[config.mk]
export PLATFORM = sky130hd
export DESIGN_NAME = adc_serial_capture
export DESIGN_NICKNAME = d
export VERILOG_FILES = /design/src/rtl/adc_cap_pkg.sv /design/src/rtl/adc_sclk_edge.sv /design/src/rtl/adc_frame_capture.sv /design/src/rtl/adc_strobe_drive.sv /design/src/rtl/adc_serial_capture.sv
export SDC_FILE = /design/constraint.sdc
export NUM_CORES = 1
export LEC_CHECK = 0
export CORE_ASPECT_RATIO = 1.75
export CORE_UTILIZATION = 50
export DETAILED_ROUTE_END_ITERATION = 10
export DONT_BUFFER_PORTS = 1
export PLACE_DENSITY = 0.71
export SYNTH_ARGS = -nofsm -noshare
export SYNTH_HDL_FRONTEND = slang
export SYNTH_HIERARCHICAL = 1
export SYNTH_SLANG_ARGS = --single-unit
[constraint.sdc]
create_clock -name clk -period 5.45 [get_ports clk]
set_clock_uncertainty 0.1 [all_clocks]
set_input_delay 0.8175 -clock clk [delete_from_list [all_inputs] [get_ports clk]]
set_output_delay 0.8175 -clock clk [all_outputs]
set_load 0.005 [all_outputs]
[src/rtl/adc_cap_pkg.sv]
package adc_cap_pkg;
   typedef enum logic [1:0] {
      ST_IDLE   = 2'd0,
      ST_STROBE = 2'd1,
      ST_FRAME  = 2'd2
   } cap_state_t;
endpackage

[src/rtl/adc_sclk_edge.sv]
module adc_sclk_edge (
   input  logic clk,
   input  logic rst,
   input  logic sclk,
   output logic rise
);
   logic sclk_q;

   always_ff @(posedge clk) begin
      if (rst) sclk_q <= 1'b0;
      else     sclk_q <= sclk;
   end

   assign rise = sclk & ~sclk_q;
endmodule

[src/rtl/adc_frame_capture.sv]
module adc_frame_capture #(
   parameter int FRAME_BITS   = 16,
   parameter int FRAME_PULSES = 22,
   localparam int CNT_W       = $clog2(FRAME_PULSES + 1)
) (
   input  logic                  clk,
   input  logic                  rst,
   input  logic                  clr,
   input  logic                  rise_en,
   input  logic                  sdata,
   output logic [FRAME_BITS-1:0] shreg,
   output logic                  done
);
   logic [CNT_W-1:0] cnt;

   generate
      if (FRAME_BITS > FRAME_PULSES) begin : g_bad_len
         $error("frame bits exceed serial pulses per frame");
      end
      if (FRAME_BITS < 3) begin : g_bad_bits
         $error("frame needs flag, data and pad bits");
      end
   endgenerate

   always_ff @(posedge clk) begin
      if (rst || clr) begin
         cnt   <= '0;
         shreg <= '0;
      end else if (rise_en) begin
         if (cnt < CNT_W'(FRAME_BITS))
            shreg <= {shreg[FRAME_BITS-2:0], sdata};
         cnt <= cnt + 1'b1;
      end
   end

   assign done = rise_en && (cnt == CNT_W'(FRAME_PULSES - 1));

   assert_cnt_bound_R4: assert property (@(posedge clk) disable iff (rst)
      cnt <= CNT_W'(FRAME_PULSES));
endmodule

[src/rtl/adc_strobe_drive.sv]
module adc_strobe_drive #(
   parameter bit IDLE_HIGH    = 1'b1,
   parameter bit TFS_TIED_LOW = 1'b0
) (
   input  logic sep_frame,
   input  logic in_strobe,
   input  logic in_frame,
   output logic cvt_strobe_n,
   output logic frm_strobe_n
);
   logic pulse_lvl;
   logic frm_lvl;

   generate
      if (IDLE_HIGH) begin : g_idle_hi
         assign pulse_lvl = ~in_strobe;
      end else begin : g_idle_lo
         assign pulse_lvl = in_strobe;
      end
      if (TFS_TIED_LOW) begin : g_frm_tied
         assign frm_lvl = 1'b0;
      end else begin : g_frm_drv
         assign frm_lvl = ~in_frame;
      end
   endgenerate

   assign cvt_strobe_n = sep_frame ? pulse_lvl : ~in_frame;
   assign frm_strobe_n = sep_frame ? frm_lvl : 1'b0;
endmodule

[src/rtl/adc_serial_capture.sv]
module adc_serial_capture
   import adc_cap_pkg::*;
#(
   parameter int DATA_W       = 14,
   parameter int FRAME_PULSES = 22,
   parameter int PULSE_CYC    = 2,
   parameter bit IDLE_HIGH    = 1'b1,
   parameter bit TFS_TIED_LOW = 1'b0,
   localparam int WORD_W      = DATA_W + 1,
   localparam int FRAME_BITS  = DATA_W + 2,
   localparam int PC_W        = $clog2(PULSE_CYC + 1)
) (
   input  logic              clk,
   input  logic              rst,
   input  logic              sep_frame,
   input  logic              start,
   input  logic              sclk,
   input  logic              sdata,
   output logic              cvt_strobe_n,
   output logic              frm_strobe_n,
   output logic              word_valid,
   output logic [WORD_W-1:0] word_data,
   output logic              word_good,
   output logic              frame_err
);
   cap_state_t            state;
   logic [PC_W-1:0]       pcnt;
   logic                  primed;
   logic                  rise;
   logic                  rise_en;
   logic                  clr;
   logic                  frame_done;
   logic [FRAME_BITS-1:0] shreg;

   generate
      if (PULSE_CYC < 1) begin : g_bad_pulse
         $error("strobe pulse must last at least one cycle");
      end
      if (IDLE_HIGH && PULSE_CYC > 2) begin : g_bad_hi_pulse
         $error("idle-high strobe pulse may not exceed two cycles");
      end
      if (DATA_W < 1) begin : g_bad_width
         $error("data width must be positive");
      end
   endgenerate

   adc_sclk_edge u_edge (
      .clk  (clk),
      .rst  (rst),
      .sclk (sclk),
      .rise (rise)
   );

   assign rise_en = rise && (state == ST_FRAME);
   assign clr     = (state == ST_IDLE) && start;

   adc_frame_capture #(
      .FRAME_BITS   (FRAME_BITS),
      .FRAME_PULSES (FRAME_PULSES)
   ) u_cap (
      .clk     (clk),
      .rst     (rst),
      .clr     (clr),
      .rise_en (rise_en),
      .sdata   (sdata),
      .shreg   (shreg),
      .done    (frame_done)
   );

   adc_strobe_drive #(
      .IDLE_HIGH    (IDLE_HIGH),
      .TFS_TIED_LOW (TFS_TIED_LOW)
   ) u_drv (
      .sep_frame    (sep_frame),
      .in_strobe    (state == ST_STROBE),
      .in_frame     (state == ST_FRAME),
      .cvt_strobe_n (cvt_strobe_n),
      .frm_strobe_n (frm_strobe_n)
   );

   always_ff @(posedge clk) begin
      if (rst) begin
         state      <= ST_IDLE;
         pcnt       <= '0;
         primed     <= 1'b0;
         word_valid <= 1'b0;
         word_data  <= '0;
         word_good  <= 1'b0;
         frame_err  <= 1'b0;
      end else begin
         word_valid <= 1'b0;
         case (state)
            ST_IDLE: begin
               pcnt <= '0;
               if (start) state <= sep_frame ? ST_STROBE : ST_FRAME;
            end
            ST_STROBE: begin
               if (pcnt == PC_W'(PULSE_CYC - 1)) state <= ST_FRAME;
               else                              pcnt  <= pcnt + 1'b1;
            end
            ST_FRAME: begin
               if (frame_done) begin
                  state      <= ST_IDLE;
                  word_valid <= 1'b1;
                  word_data  <= shreg[FRAME_BITS-1:1];
                  word_good  <= primed;
                  primed     <= 1'b1;
                  if (shreg[0]) frame_err <= 1'b1;
               end
            end
            default: state <= ST_IDLE;
         endcase
      end
   end

   assert_valid_pulse_R5: assert property (@(posedge clk) disable iff (rst)
      word_valid |=> !word_valid);
   assert_valid_after_frame_R5: assert property (@(posedge clk) disable iff (rst)
      word_valid |-> $past(state == ST_FRAME));
   assert_err_sticky_R8: assert property (@(posedge clk) disable iff (rst)
      frame_err |=> frame_err);
   assert_strobe_len_R3: assert property (@(posedge clk) disable iff (rst)
      (state == ST_STROBE) |-> (pcnt < PC_W'(PULSE_CYC)));
   assert_start_ignored_R7: assert property (@(posedge clk) disable iff (rst)
      (state == ST_FRAME && start && !frame_done) |=> (state == ST_FRAME));
endmodule

---- After elaboration in Yosys (flattened, before gate mapping) ----
Cells that the tools add are included.
operators by class
  $lt $le $gt $ge ......................... 1
  $add $sub $neg .......................... 2
  eq/ne operators ......................... 8
  reduce and logical (&&, ||, !) cells .... 12
  multiplexer cells ....................... 10
  bitwise logic cells ..................... 4
operators by type and width
  operator                                        number
  two-way mux 2 bit                               5
  != test 2 bit (second input constant)           4
  case mux 2 bit (3 select lines)                 1
  AND reduction 2 bit                             3
  AND reduction 3 bit                             2
  adder 5 x 1 -> 5 bit (second input constant)    1
  == test 5 bit (second input constant)           1
  < comparator 5 bit (second input constant)      1
  == test 2 x 1 -> 1 bit (second input constant)  2
  case mux 2 bit (2 select lines)                 1
  logical AND 1 bit                               3
  two-way mux 1 bit                               3
  inverter 1 bit                                  3
  adder 2 x 1 -> 2 bit (second input constant)    1
  == test 2 bit (second input constant)           1
  logical NOT 2 bit                               1
  nonzero test 2 bit                              1
  OR reduction 2 bit                              1
  AND 1 bit                                       1
  logical OR 1 bit                                1
storage, ports and cells
  logic and storage cells ................. 47
  bits in registers ....................... 45
  output and inout bits ................... 20

---- Longest topological paths before layout ----
  depth after elaboration ................. 6
  depth in mapped cells ................... 10
  gate-level depth less buffers ........... 6

---- Modules after synthesis ----
The synthesis kept the hierarchy.
modules (own cells, without submodules)
  module              area an instance (um2)  sequential area each (um2)  cells each  times used
  adc_serial_capture  1,053.5                 460.4                       108         1
  adc_frame_capture   867.1                   420.4                       98          1
  adc_sclk_edge       47.5                    20.0                        3           1
  adc_strobe_drive    16.3                    0.0                         2           1

---- Worst setup path before layout ----
No wires, ideal clock.
  path kind ............................... input to register
  start point ............................. input sclk
  end point ............................... register word_data[0]
  path slack .............................. 3,178 ps
  data required time ...................... 5,278 ps
  stages .................................. 9
  arrival ................................. 2,100 ps
  path buffers ............................ 3
  library setup time ...................... 72 ps
  path through ............................ nor2b_4 and2_1 buf_6 nand2_1 nor3_1 and3b_1 buf_6 buf_6 mux2i_1
between the ends
  cells in the longest elaborated chain, start to end .. 4
ends and longest elaborated chain
  element                        RTL line                   text
  from (decl)                    adc_serial_capture.sv:17   input logic sclk,
  AND 1 bit                      adc_sclk_edge.sv:14        assign rise = sclk & ~sclk_q;
  logical AND 1 bit              adc_serial_capture.sv:54   assign rise_en = rise && (state == ST_FRAME);
  named net rise_en              adc_serial_capture.sv:30   logic rise_en;
  logical AND 1 bit              adc_frame_capture.sv:36    assign done = rise_en && (cnt == CNT_W'(FRAME_PULSES - 1));
  named net frame_done           adc_serial_capture.sv:32   logic frame_done;
  AND reduction 2 bit (no line)  --
  to (signal assigned)           adc_serial_capture.sv:105  word_data <= shreg[FRAME_BITS-1:1];
  to (decl)                      adc_serial_capture.sv:22   output logic [WORD_W-1:0] word_data,
The timed path passes the listed nets, and every way through them passes these cells.
A chain may end at the register's enable or synchronous reset.

---- Worst setup path in the final report ----
  start point ............................. register state[1]
  end point ............................... register word_data[13]
between the ends
  cells in the longest elaborated chain, start to end .. 4
ends and longest elaborated chain
  element                        RTL line                  text
  from (decl)                    adc_serial_capture.sv:26  cap_state_t state;
  from (signal assigned)         adc_serial_capture.sv:95  if (start) state <= sep_frame ? ST_STROBE : ST_FRAME;
  == test 2 bit                  adc_serial_capture.sv:54
  logical AND 1 bit              adc_serial_capture.sv:54
  named net rise_en              adc_serial_capture.sv:30
  logical AND 1 bit              adc_frame_capture.sv:36
  named net frame_done           adc_serial_capture.sv:32
  AND reduction 2 bit (no line)  --
The timed path passes the listed nets, and every way through them passes these cells.

==> metrics <==
CTS tree=built; worst skew pair latency=about 0.29 ns; Synth Area in Compound Gates=0.100; setup bufs post-CTS=0; Worst R2R Start=state[1]$_SDFFE_PP0P_; vias in the first global route=around 1200; Antenna Nets Post-Route=0; area share of the largest cell type after synthesis=0.454; Peak VDD IR=around 190 uV; RSZ-0062 raised after global routing=false; # rows=30; setup_tns=0 ns; Leakage=between 0.6 and 0.7 nW; synthesized area per cell=approximately 9.4 um^2; dpl ws=~2.5 ns; Num CTS Buffers=5; Root Buffer=clkbuf_8; # diodes=0; Port-buffer cells=0; post-cts resize count=0; Final Hold Fails=0; Area Growth Syn to Fin=3.97%; layout cells sized above 1=0.108; Post-synth EDFFs=0; reg-to-reg slack, setup=~2.6 ns; DRC violations left=0; Final Max Slew Viols=0; RePlAce Congestion=0.743; dominant synthesized flop cell=dfxtp_1; final period utilization=0.516; Initial Util=0.518; CP required=5.57 ns; post-DR vias/cell=5.23; Final Non-Filler Cells=approximately 250; critical path arrival=about 2.9 ns; Final Setup Violations=0; die width=49.6 um; WHS=between 0.3 and 0.4 ns; status=finished, final reports clean; worst path setup slack after routing=2.64 ns; clock sinks=between 40 and 50; Adder-Cell Fraction of Synth Area=0.0189; DR vias=around 1300; CP endpoint kind=flop; Die Area=about 4200 um^2; first-pass GRT wire length=5500 um; biggest area consumer among synthesized cells=dfxtp_1; Seq/Total Area, Yosys=0.454; post-synthesis instance total=about 210; Synth Register Bits=45; largest family of logic cells by synthesized area=simple AND/OR/NAND/NOR gates; critical path class=reg2reg; Mapped Area=1980 um^2; fmax=between 0.3 and 0.4 GHz; Die Ht=about 85 um; initial drt markers=29; placed cells=roughly 240; worst hold path type=reg2reg; CP startpoint kind=flop; core area=3830 um^2; worst-path cell chain=nor2b_1 -> and2_1 -> nand2_1 -> nor3_1 -> and3b_1 -> mux2i_1; Synth Net Count=220; crit-path max cell delay=slightly above 0.8 ns; worst hold path startpoint=primed$_SDFFE_PP0P_; final net count=about 210; largest cells by area after synthesis=dfxtp_1, nand2b_1, mux2i_1; crit path max fanout=16; largest net degree at the start of global routing=43; FILL cells=around 400; synth unique cells=33; Simple-Gate Fraction of Synth Area=0.258; H-tree depth=2; Worst R2R Path Depth=6; Hold-fix buffers, CTS=0; overall power=about 0.00065 W; grt ovf=0; Worst-path clk slew=roughly 0.090 ns; xor and xnor area share after synthesis=0.0177; slew margin rel.=0.380; mux cell area share after synthesis=0.0858; number of I/O pins=26; hold path endpoint=primed$_SDFFE_PP0P_; Yosys warning count=6; Final min period=2.81 ns; Routed WL per cell=12.8 um; initial antenna violation count=0; asr flop ratio synth=0; most common cell in the netlist=dfxtp_1; Min-Delay Path Depth=2; Crit-path slowest cell=and3b_1; worst r2r dst=word_data[13]$_SDFFE_PP0P_; top cells by count, synth=dfxtp_1, nand2b_1, nand2_1, mux2i_1; Max clock buf depth=2; Tot GR Track Use=0.170; pwr/cell area=roughly 310 nW/um^2; drt total wl=about 3200 um; max_cap viols=0; dpl hpwl=about 2100 um; worst slew pin tran=between 0.9 and 1 ns; first drt pass iteration count=4
==> power by group <==
group | leakage [nW] | switching [W] | internal, W | total (W)
sequential | 0.363 | 0.00000459 | 0.000331 | 0.000336
combinational | 0.209 | 0.0000123 | 0.0000112 | 0.0000235
clock | 0.0681 | 0.000109 | 0.000182 | 0.000291
==> placed cells by master (no fill, tap or decap), types with 2 or more instances in the layout <==
cell type and count:
bufinv_16 2, nor2b_4 2, ha_1 3, a211oi_1 5, o21ai_0 2, a21oi_2 10, or3_1 2, nand4_1 2
mux2i_1 17, nand2b_1 35, nand3b_1 2, nor2b_1 3, dfxtp_1 45, nand2_1 34, xor2_1 3, nor2_1 6
a21oi_1 10, clkbuf_8 5, inv_1 4
==> worst max path at each step <==
stage / start / endpoint / slack (ns)
2_1_floorplan: sclk / word_data[0]$_SDFFE_PP0P_ / 3.18
3_3_place_gp: sclk / word_data[6]$_SDFFE_PP0P_ / 2.63
3_5_place_dp: sclk / word_data[9]$_SDFFE_PP0P_ / 2.54
4_1_cts: state[1]$_SDFFE_PP0P_ / word_data[3]$_SDFFE_PP0P_ / 2.58
5_1_grt: state[1]$_SDFFE_PP0P_ / word_data[13]$_SDFFE_PP0P_ / 2.33
6_report: state[1]$_SDFFE_PP0P_ / word_data[13]$_SDFFE_PP0P_ / 2.64
==> registers in the layout (all words and copies together), names as in the netlist, 2 cells and up <==
name / count
pcnt: 2
u_cap/shreg: 16
u_cap/cnt: 5
word_data: 15
state: 2
==> kinds of logic after synthesis <==
family,count (synthesis)
DFF,45
adders and majority gates,3
buffers and inverters,19
muxes,17
AOI/OAI and AO/OA,29
and+or+nand+nor,94
xor gates and xnor gates,4
==> through the flow <==
stage | utilization | cell area (um^2)
after floorplan | - | 1980
after global placement | 0.504 | 1930
after detailed placement | 0.504 | 1930
after CTS | 0.539 | 2060
after global routing | 0.539 | 2060
final | 0.539 | 2060
==> area by class of cell <==
class                           count  area, um^2  area share
Multi-Input combinational cell    147         953       0.462
Clock buffer                        5        68.8      0.0334
Inverter                            4        15.0     0.00728
Clock inverter                      3        65.1      0.0315
Tap cell                           48        60.1      0.0291
Sequential cell                    45         901       0.437
==> routing by layer <==
| layer | vias up | part of all wire | GRT usage |
|---|---|---|---|
| li1 | 669 | - | - |
| met1 | 623 | 0.45 | 0.187 |
| met2 | 21 | 0.49 | 0.280 |
| met3 | 4 | 0.031 | 0.0520 |
| met4 | 0 | 0.024 | 0.104 |
| met5 | - | 0 | 0 |
==> worst max-delay path, delay by kind of cell, from the launching register on <==
kind             cells  cell delay (ns)
muxes                1             0.27
and+or+nand+nor      5             1.80
DFF                  1             0.56
Note: power is estimated with default switching activity, not from simulation.
